`src/rtl/srcg_pkg.sv`:
```
package srcg_pkg;

  localparam int unsigned DATA_W   = 32;
  localparam int unsigned RST_BIT  = 31;
  localparam int unsigned GATE_BIT = 30;
  localparam int unsigned OFS_BASE = 0;
  localparam int unsigned OFS_SET  = 4;
  localparam int unsigned OFS_CLR  = 8;
  localparam int unsigned OFS_BANK = 16;

  typedef enum logic [1:0] {
    CTL_ALIAS_BASE = 2'd0,
    CTL_ALIAS_SET  = 2'd1,
    CTL_ALIAS_CLR  = 2'd2
  } ctl_alias_e;

  // Two live bits: [1] reset request, [0] gate flag
  typedef struct packed {
    logic srst;
    logic gate;
  } ctl_bits_t;

  function automatic ctl_bits_t apply_alias(ctl_bits_t cur, ctl_bits_t mask,
                                            ctl_alias_e kind);
    ctl_bits_t r;
    case (kind)
      CTL_ALIAS_SET: r = cur | mask;
      CTL_ALIAS_CLR: r = cur & ~mask;
      default:       r = mask;
    endcase
    return r;
  endfunction

  function automatic ctl_bits_t mask_from_word(logic [DATA_W-1:0] w);
    ctl_bits_t m;
    m.srst = w[RST_BIT];
    m.gate = w[GATE_BIT];
    return m;
  endfunction

  function automatic logic [DATA_W-1:0] word_from_bits(ctl_bits_t b);
    logic [DATA_W-1:0] w;
    w = '0;
    w[RST_BIT]  = b.srst;
    w[GATE_BIT] = b.gate;
    return w;
  endfunction

endpackage

```
`src/rtl/srcg_decode.sv`:
```
module srcg_decode
  import srcg_pkg::*;
#(
  parameter int unsigned ADDR_W   = 8,
  parameter int unsigned NUM_BANK = 4,
  localparam int unsigned IDX_W   = (NUM_BANK > 1) ? $clog2(NUM_BANK) : 1
) (
  input  logic              bus_wr,
  input  logic              bus_rd,
  input  logic [ADDR_W-1:0] bus_addr,
  output logic              ctrl_wr,
  output logic              ctrl_rd,
  output ctl_alias_e        ctrl_alias,
  output logic              bank_wr,
  output logic              bank_rd,
  output logic [IDX_W-1:0]  bank_idx
);

  localparam logic [ADDR_W-1:0] A_BASE  = ADDR_W'(OFS_BASE);
  localparam logic [ADDR_W-1:0] A_SET   = ADDR_W'(OFS_SET);
  localparam logic [ADDR_W-1:0] A_CLR   = ADDR_W'(OFS_CLR);
  localparam logic [ADDR_W-1:0] A_BANK  = ADDR_W'(OFS_BANK);
  localparam logic [ADDR_W-1:0] A_SPAN  = ADDR_W'(4 * NUM_BANK);

  logic [ADDR_W-1:0] rel;
  logic              ctrl_hit;
  logic              bank_hit;

  always_comb begin
    rel        = bus_addr - A_BANK;
    ctrl_alias = CTL_ALIAS_BASE;
    ctrl_hit   = 1'b0;
    if (bus_addr == A_BASE) begin
      ctrl_hit = 1'b1;
    end else if (bus_addr == A_SET) begin
      ctrl_hit   = 1'b1;
      ctrl_alias = CTL_ALIAS_SET;
    end else if (bus_addr == A_CLR) begin
      ctrl_hit   = 1'b1;
      ctrl_alias = CTL_ALIAS_CLR;
    end
    bank_hit = (bus_addr >= A_BANK) && (rel < A_SPAN) && (bus_addr[1:0] == 2'b00);
    bank_idx = rel[IDX_W+1:2];
  end

  assign ctrl_wr = bus_wr && ctrl_hit;
  assign ctrl_rd = bus_rd && ctrl_hit;
  assign bank_wr = bus_wr && bank_hit;
  assign bank_rd = bus_rd && bank_hit;

endmodule

```
`src/rtl/srcg_seq.sv`:
```
module srcg_seq
  import srcg_pkg::*;
#(
  parameter int unsigned GATE_DELAY = 4,
  localparam int unsigned CNT_W     = $clog2(GATE_DELAY + 1)
) (
  input  logic       clk,
  input  logic       rst_n,
  input  logic       ctrl_wr,
  input  ctl_alias_e ctrl_alias,
  input  ctl_bits_t  wmask,
  output ctl_bits_t  ctrl_q,
  output logic       auto_evt
);

  localparam logic [CNT_W-1:0] LAST = CNT_W'(GATE_DELAY - 1);
  localparam logic [CNT_W-1:0] SAT  = CNT_W'(GATE_DELAY);

  logic [CNT_W-1:0] hold_cnt;
  ctl_bits_t        ctrl_d;

  // Fires once per reset assertion, on the edge that ends the hold window
  assign auto_evt = ctrl_q.srst && (hold_cnt == LAST);

  always_comb begin
    ctrl_d = ctrl_q;
    if (ctrl_wr) ctrl_d = apply_alias(ctrl_q, wmask, ctrl_alias);
    if (auto_evt) ctrl_d.gate = 1'b1;
  end

  always_ff @(posedge clk or negedge rst_n) begin
    if (!rst_n) begin
      ctrl_q   <= '0;
      hold_cnt <= '0;
    end else begin
      ctrl_q <= ctrl_d;
      if (!ctrl_q.srst)        hold_cnt <= '0;
      else if (hold_cnt != SAT) hold_cnt <= hold_cnt + 1'b1;
    end
  end

endmodule

```
`src/rtl/srcg_bank.sv`:
```
module srcg_bank
  import srcg_pkg::*;
#(
  parameter int unsigned NUM_BANK = 4,
  localparam int unsigned IDX_W   = (NUM_BANK > 1) ? $clog2(NUM_BANK) : 1
) (
  input  logic                         clk,
  input  logic                         rst_n,
  input  logic                         clr,
  input  logic                         clk_en,
  input  logic                         wr,
  input  logic [IDX_W-1:0]             idx,
  input  logic [DATA_W-1:0]            wdata,
  output logic [DATA_W-1:0]            rd_word,
  output logic [NUM_BANK*DATA_W-1:0]   flat_q,
  output logic                         all_zero
);

  logic [DATA_W-1:0] word_q [NUM_BANK];

  for (genvar g = 0; g < NUM_BANK; g++) begin : g_word
    logic sel;
    assign sel = wr && clk_en && (idx == IDX_W'(g));
    always_ff @(posedge clk or negedge rst_n) begin
      if (!rst_n)   word_q[g] <= '0;
      else if (clr) word_q[g] <= '0;
      else if (sel) word_q[g] <= wdata;
    end
    assign flat_q[g*DATA_W +: DATA_W] = word_q[g];
  end

  assign rd_word  = word_q[idx];
  assign all_zero = (flat_q == '0);

endmodule

```
`src/rtl/srcg_ctrl.sv`:
```
module srcg_ctrl
  import srcg_pkg::*;
#(
  parameter int unsigned ADDR_W     = 8,
  parameter int unsigned NUM_BANK   = 4,
  parameter int unsigned GATE_DELAY = 4
) (
  input  logic              clk,
  input  logic              rst_n,
  input  logic              bus_wr,
  input  logic              bus_rd,
  input  logic [ADDR_W-1:0] bus_addr,
  input  logic [31:0]       bus_wdata,
  output logic [31:0]       bus_rdata,
  output logic              prot_rst,
  output logic              prot_clk_en
);

  localparam int unsigned IDX_W  = (NUM_BANK > 1) ? $clog2(NUM_BANK) : 1;
  localparam int unsigned FLAT_W = NUM_BANK * DATA_W;

  logic               ctrl_wr;
  logic               ctrl_rd;
  ctl_alias_e         ctrl_alias;
  logic               bank_wr;
  logic               bank_rd;
  logic [IDX_W-1:0]   bank_idx;
  ctl_bits_t          wmask;
  ctl_bits_t          ctrl_q;
  logic               auto_evt;
  logic [DATA_W-1:0]  bank_word;
  logic [FLAT_W-1:0]  bank_flat;
  logic               bank_all_zero;

  assign wmask = mask_from_word(bus_wdata);

  srcg_decode #(.ADDR_W(ADDR_W), .NUM_BANK(NUM_BANK)) i_decode (
    .bus_wr     (bus_wr),
    .bus_rd     (bus_rd),
    .bus_addr   (bus_addr),
    .ctrl_wr    (ctrl_wr),
    .ctrl_rd    (ctrl_rd),
    .ctrl_alias (ctrl_alias),
    .bank_wr    (bank_wr),
    .bank_rd    (bank_rd),
    .bank_idx   (bank_idx)
  );

  srcg_seq #(.GATE_DELAY(GATE_DELAY)) i_seq (
    .clk        (clk),
    .rst_n      (rst_n),
    .ctrl_wr    (ctrl_wr),
    .ctrl_alias (ctrl_alias),
    .wmask      (wmask),
    .ctrl_q     (ctrl_q),
    .auto_evt   (auto_evt)
  );

  assign prot_rst    = ctrl_q.srst;
  assign prot_clk_en = ~ctrl_q.gate;

  srcg_bank #(.NUM_BANK(NUM_BANK)) i_bank (
    .clk      (clk),
    .rst_n    (rst_n),
    .clr      (prot_rst),
    .clk_en   (prot_clk_en),
    .wr       (bank_wr),
    .idx      (bank_idx),
    .wdata    (bus_wdata),
    .rd_word  (bank_word),
    .flat_q   (bank_flat),
    .all_zero (bank_all_zero)
  );

  always_comb begin
    if (ctrl_rd)      bus_rdata = word_from_bits(ctrl_q);
    else if (bank_rd) bus_rdata = bank_word;
    else              bus_rdata = '0;
  end

endmodule

```
`config.mk`:
```
export PLATFORM = sky130hd
export DESIGN_NAME = srcg_ctrl
export DESIGN_NICKNAME = d
export VERILOG_FILES = /design/src/rtl/srcg_pkg.sv /design/src/rtl/srcg_decode.sv /design/src/rtl/srcg_seq.sv /design/src/rtl/srcg_bank.sv /design/src/rtl/srcg_ctrl.sv
export SDC_FILE = /design/constraint.sdc
export NUM_CORES = 1
export LEC_CHECK = 0
export BUFFER_PORTS_ARGS = -buffer_cell sky130_fd_sc_hd__buf_2
export CORE_MARGIN = 4
export CORE_UTILIZATION = 60
export DETAILED_ROUTE_END_ITERATION = 6
export PLACE_DENSITY_LB_ADDON = 0.05
export SETUP_SLACK_MARGIN = 0.3
export SYNTH_ARGS = -nofsm -noshare
export SYNTH_HDL_FRONTEND = slang
export SYNTH_HIERARCHICAL = 1
export SYNTH_SLANG_ARGS = --single-unit
```
`constraint.sdc`:
```
create_clock -name clk -period 4.3 [get_ports clk]
set_input_delay 1.075 -clock clk [delete_from_list [all_inputs] [get_ports clk]]
set_output_delay 1.075 -clock clk [all_outputs]
set_load 0.03 [all_outputs]
```
== After elaboration in Yosys (flattened, before gate mapping) ==
Cells that the tools add are included.

* Bits in registers: 133
* Input bits: 44
* Output and inout bits: 34
* Logic and storage cells: 71

* $add $sub $neg: 2
* Order comparisons: 3
* Equal/unequal tests: 10
* Muxes and demuxes: 24
* Bitwise gates (word level): 5
* Reduce and logical (&&, ||, !) cells: 20

{| class="wikitable"
|+ Operators with widths
! cell !! count
|-
| $mux 32 || 12
|-
| $bmux 32 s2 || 1
|-
| $logic_and 1x1->1 || 12
|-
| $reduce_bool 2->1 || 5
|-
| $eq 8x3->1 const B || 1
|-
| $eq 8x4->1 const B || 1
|-
| $ge 8x5->1 const B || 1
|-
| $logic_not 8->1 || 1
|-
| $lt 8x5->1 const B || 1
|-
| $sub 8x5->8 const B || 1
|-
| $eq 2x2->1 const B || 3
|-
| $mux 2 || 3
|-
| $mux 3 || 2
|-
| $mux 1 || 5
|-
| $eq 2x1->1 const B || 2
|-
| $logic_not 2->1 || 2
|-
| $pmux 2 s2 || 1
|-
| $add 3x1->3 const B || 1
|-
| $eq 3x2->1 const B || 1
|-
| $ge 3x3->1 const B || 1
|-
| $ne 3x3->1 const B || 1
|-
| $not 2->3 || 1
|-
| $and 2x2->2 || 1
|-
| $ne 2x2->1 const B || 1
|-
| other kinds (3) || 3
|}

== Longest topological paths before layout ==
* Depth in word-level cells: 9
* Gate-level depth with buffers: 8
* Mapped depth without buffers: 7

== Modules after synthesis ==
The synthesis kept the hierarchy.

{| class="wikitable"
|+ Modules (own cells, without submodules)
! module !! times used !! cells each !! area each (um2) !! sequential area each (um2)
|-
| srcg_bank || 1 || 646 || 6105.9 || 3203.1
|-
| srcg_seq || 1 || 34 || 329.1 || 125.1
|-
| srcg_ctrl || 1 || 39 || 260.2 || 0.0
|-
| srcg_decode || 1 || 14 || 97.6 || 0.0
|}

== Least setup slack after synthesis ==
OpenSTA, ideal clock, no wires.

* Path type: in2out
* Start point: input bus_addr[2]
* End point: output bus_rdata[30]
* Data arrival time: 2.647 ns
* Required time: 3.225 ns
* Setup slack: 0.578 ns
* Cell stages on the path: 6
* Buffers on the path: 3
* Cells stage by stage: buf_4 -> buf_4 -> buf_2 -> mux4_2 -> nand2_1 -> o21ai_0

* Cells in the longest elaborated chain, start to end: 7
* Elaborated cells between the ends (all ways): 19
* Classes of those cells: 1 x add/sub; 2 x order compare; 2 x eq/ne; 8 x mux; 1 x bitwise; 5 x reduce/logical

{| class="wikitable"
|+ Ends and longest elaborated chain
! item !! RTL line !! RTL
|-
| start, declared || srcg_ctrl.sv:12 || <nowiki>input logic [ADDR_W-1:0] bus_addr,</nowiki>
|-
| $sub 8x5->8 || srcg_decode.sv:30 || <nowiki>rel = bus_addr - A_BANK;</nowiki>
|-
| $not 2->3 (not written as such) || srcg_bank.sv:32 || <nowiki>assign rd_word = word_q[idx];</nowiki>
|-
| $bmux 32 s2 || srcg_bank.sv:32 ||
|-
| $mux 32 (not written as such) (2 in series) || srcg_bank.sv:32 ||
|-
| net bank_word[30] || srcg_ctrl.sv:31 || <nowiki>logic [DATA_W-1:0] bank_word;</nowiki>
|-
| $mux 32 || srcg_ctrl.sv:77 || <nowiki>else if (bank_rd) bus_rdata = bank_word;</nowiki>
|-
| $mux 32 || srcg_ctrl.sv:76 || <nowiki>if (ctrl_rd) bus_rdata = word_from_bits(ctrl_q);</nowiki>
|-
| end, declared || srcg_ctrl.sv:14 || <nowiki>output logic [31:0] bus_rdata,</nowiki>
|}

The timed path passes the listed nets, and every way through them passes these cells. The select of a mux whose other input is x is not followed.

== Final worst setup path ==
* Start point: input bus_addr[5]
* End point: output bus_rdata[3]

* Cells in the longest elaborated chain, start to end: 7
* Elaborated cells between the ends (all ways): 15
* Classes of those cells: 1 x add/sub; 2 x order compare; 2 x eq/ne; 5 x mux; 5 x reduce/logical

{| class="wikitable"
|+ Ends and longest elaborated chain
! item !! RTL line !! RTL
|-
| $sub 8x5->8 || srcg_decode.sv:30 ||
|-
| $lt 8x5->1 || srcg_decode.sv:42 || <nowiki>bank_hit = (bus_addr >= A_BANK) && (rel < A_SPAN) && (bus_addr[1:0] == 2'b00);</nowiki>
|-
| $logic_and 1x1->1 (*) (2 in series) || srcg_decode.sv:42 ||
|-
| $logic_and 1x1->1 (*) || srcg_decode.sv:49 || <nowiki>assign bank_rd = bus_rd && bank_hit;</nowiki>
|-
| net bank_rd || srcg_ctrl.sv:26 || <nowiki>logic bank_rd;</nowiki>
|-
| $mux 32 (*) || srcg_ctrl.sv:77 ||
|-
| $mux 32 (*) || srcg_ctrl.sv:76 ||
|}

The timed path passes the listed nets; every way through them passes the cells marked *.

==> impl_metrics.tcl <==
set metrics [dict create \
    cts_root_buffer "clkbuf_8" \
    cp.required_ns 3.22 \
    setup-tns-final_ns 0 \
    cp_num_buf_inv 3 \
    placedCellCount 868 \
    period_minus_slack_ns 3.866 \
    routed-via-count 5249 \
    io-pin-count 78 \
    rows 37 \
    drtPass1Iterations 7 \
    max-vdd-ir-drop_mv 0.3215 \
    grt_use_met2_pct 48.28 \
    yosys_warnings 6 \
    finalClockSkew_ns 0.007901 \
    status "finished, final reports clean" \
    syn_inst 690 \
    cts_sinks 133 \
    busiest_layer "met2" \
    p_per_area_nw_per_um2 378.0 \
    postCtsSetupBuffers 0 \
    grt_max_degree 89 \
    io_buffers 77 \
    fin_nets 801 \
    period_share_pct 89.91 \
    post_cts_resized 0 \
    maxCapViolations 0 \
    grt_use_met1_pct 34.38 \
    multiInputGateArea_sq_um 2892 \
    die_h_um 112.1 \
    crit_arrival_ns 2.79 \
    start_util_pct 62.39 \
    fp.dieW_um 112.1 \
    fin_total_pwr_uw 2851 \
    diodes 0 \
    drive_gt1_share_pct 21.86 \
    postCtsHoldBufs 0 \
    crit_path_max_incr_delay_ns 0.39 \
    path_max_fanout 17 \
    final_area_sq_um 7541 \
    hold_path.class "reg2reg" \
    overflow 0 \
    totalWireLength_um 16600 \
    grt_pass1_vias 5477 \
    timing.hold.ws_ns 0.5207 \
    cts_buffer_depth 2 \
    fmax_mhz 258.6 \
    place_area_sq_um 6988 \
    critical_path.top_delay_family "simple AND/OR/NAND/NOR gates" \
    clk_pin_slew_ns 0.06 \
    setup_viol 0 \
    drt_iter0_markers 442 \
    tightest_slew_ns 0.8339 \
    drc 0 \
    num-fill-cells 767 \
    end_kind "output pin" \
    die_area_sq_um 12560 \
    worstSkewPairLatency_ns 0.53 \
    max_slew_margin_pct 44.41 \
    cp_slowest_cell "nor2b_4" \
    area_growth_syn_to_layout_pct 16.04 \
    numCtsBuffers 17 \
    rsz0062_at_grt "false" \
    synth_nets 739 \
    drv_slew 0 \
    seq_area_sq_um 3332 \
    critPathLaunchType "primary input" \
    antenna_found_initial 0 \
    worstPathCellList "buf_2 -> or3_4 -> nor4_1 -> nor2b_4 -> buf_12 -> and2_1 -> buf_2" \
    post_drt_wl_per_cell_um 18.44 \
    fin_cells 900 \
    syn-mean-instance-area_sq_um 9.418 \
    track_usage_pct 27.82 \
    crit_top_cell "buf_2" \
    cts_tree "built" \
    core_area_sq_um 10420 \
    gp_congestion 0.7534 \
    path_class "in2out" \
    dp_hpwl_um 9790 \
    htreeDepth 4 \
    finalHoldViolations 0 \
    mappedNetlistArea_sq_um 6499 \
    grt_pass1_wl_um 27370 \
    drtAntennaViolNets 0 \
    p_leak_uw 0.003397 \
    timing.reg2reg.setup_slack_ns 2.23 \
    vias_per_cell 5.832 \
    grt_util_met3_pct 7.709 \
]
-- stage by stage --
step | worst slack (ns) | util, %
final | 0.4338 | 72.40
after global routing | 0.3178 | 72.40
after CTS | 0.3632 | 72.32
after detailed placement | 0.3667 | 67.09
after global placement | 0.4494 | 67.09
after floorplan | 0.5780 | -
-- sequential cells by signal, indices dropped and copies added, names as in the netlist --
| signal | count |
|---|---|
| i_bank/flat_q | 128 |
| i_seq/ctrl_q | 2 |
| i_seq/hold_cnt | 3 |
-- tightest hold or removal path, cell delays in order, from the launching register on --
cell and delay [ns]:
dfrtp_1 0.37, nand2_1 0.06, a21oi_1 0.05
-- path summary, 6_finish.rpt --
check / start / end / cells after the start
min reg2reg: i_bank/flat_q[123] / i_bank/flat_q[123] / 2
max in group asynchronous: rst_n / i_bank/flat_q[35] / 2
min in group asynchronous: rst_n / i_seq/hold_cnt[0] / 1
max: bus_addr[5] / bus_rdata[3] / 7
min: i_bank/flat_q[123] / i_bank/flat_q[123] / 2
max reg2reg: i_seq/ctrl_q[0] / i_bank/flat_q[18] / 6
-- report_power, final --
group	leakage [uW]	internal, uW	switching [uW]
Clock	0.000270	828	522
Combinational	0.00128	64.6	123
Sequential	0.00185	1280	32.0
-- cell type report --
cell class | count | area share, %
clock buffers | 20 | 5.774
clock inverters | 11 | 1.460
inverters | 8 | 0.3982
multi-input cells | 496 | 38.34
flip-flops and latches | 133 | 44.18
well taps | 136 | 2.257
repair buffers | 96 | 7.583
-- placed cells by master, fill, tap and decap left out, types with 2 or more instances in the layout --
cell / n
nand2_1: 264
and2_1: 32
clkinv_2: 7
buf_2: 76
nor4_1: 2
buf_12: 3
inv_1: 7
and4b_1: 2
clkbuf_16: 16
and4_1: 2
ha_1: 5
dfrtp_1: 132
clkinvlp_4: 2
mux4_2: 31
a21oi_1: 130
nand2b_1: 2
bufinv_16: 2
buf_4: 16
nor2_2: 2
clkbuf_8: 2
nand3_1: 2
or3_1: 2
nor3_4: 2
o21ai_0: 2
clkbuf_1: 2
nor3_1: 2
a21boi_0: 2
-- metal layers --
layer / vias to the layer above / share of wire, %
met4: 0 / 1.4
met1: 2586 / 39
li1: 2423 / -
met3: 31 / 7.5
met2: 209 / 53
met5: - / 0
(Power assumes the default switching activity.)
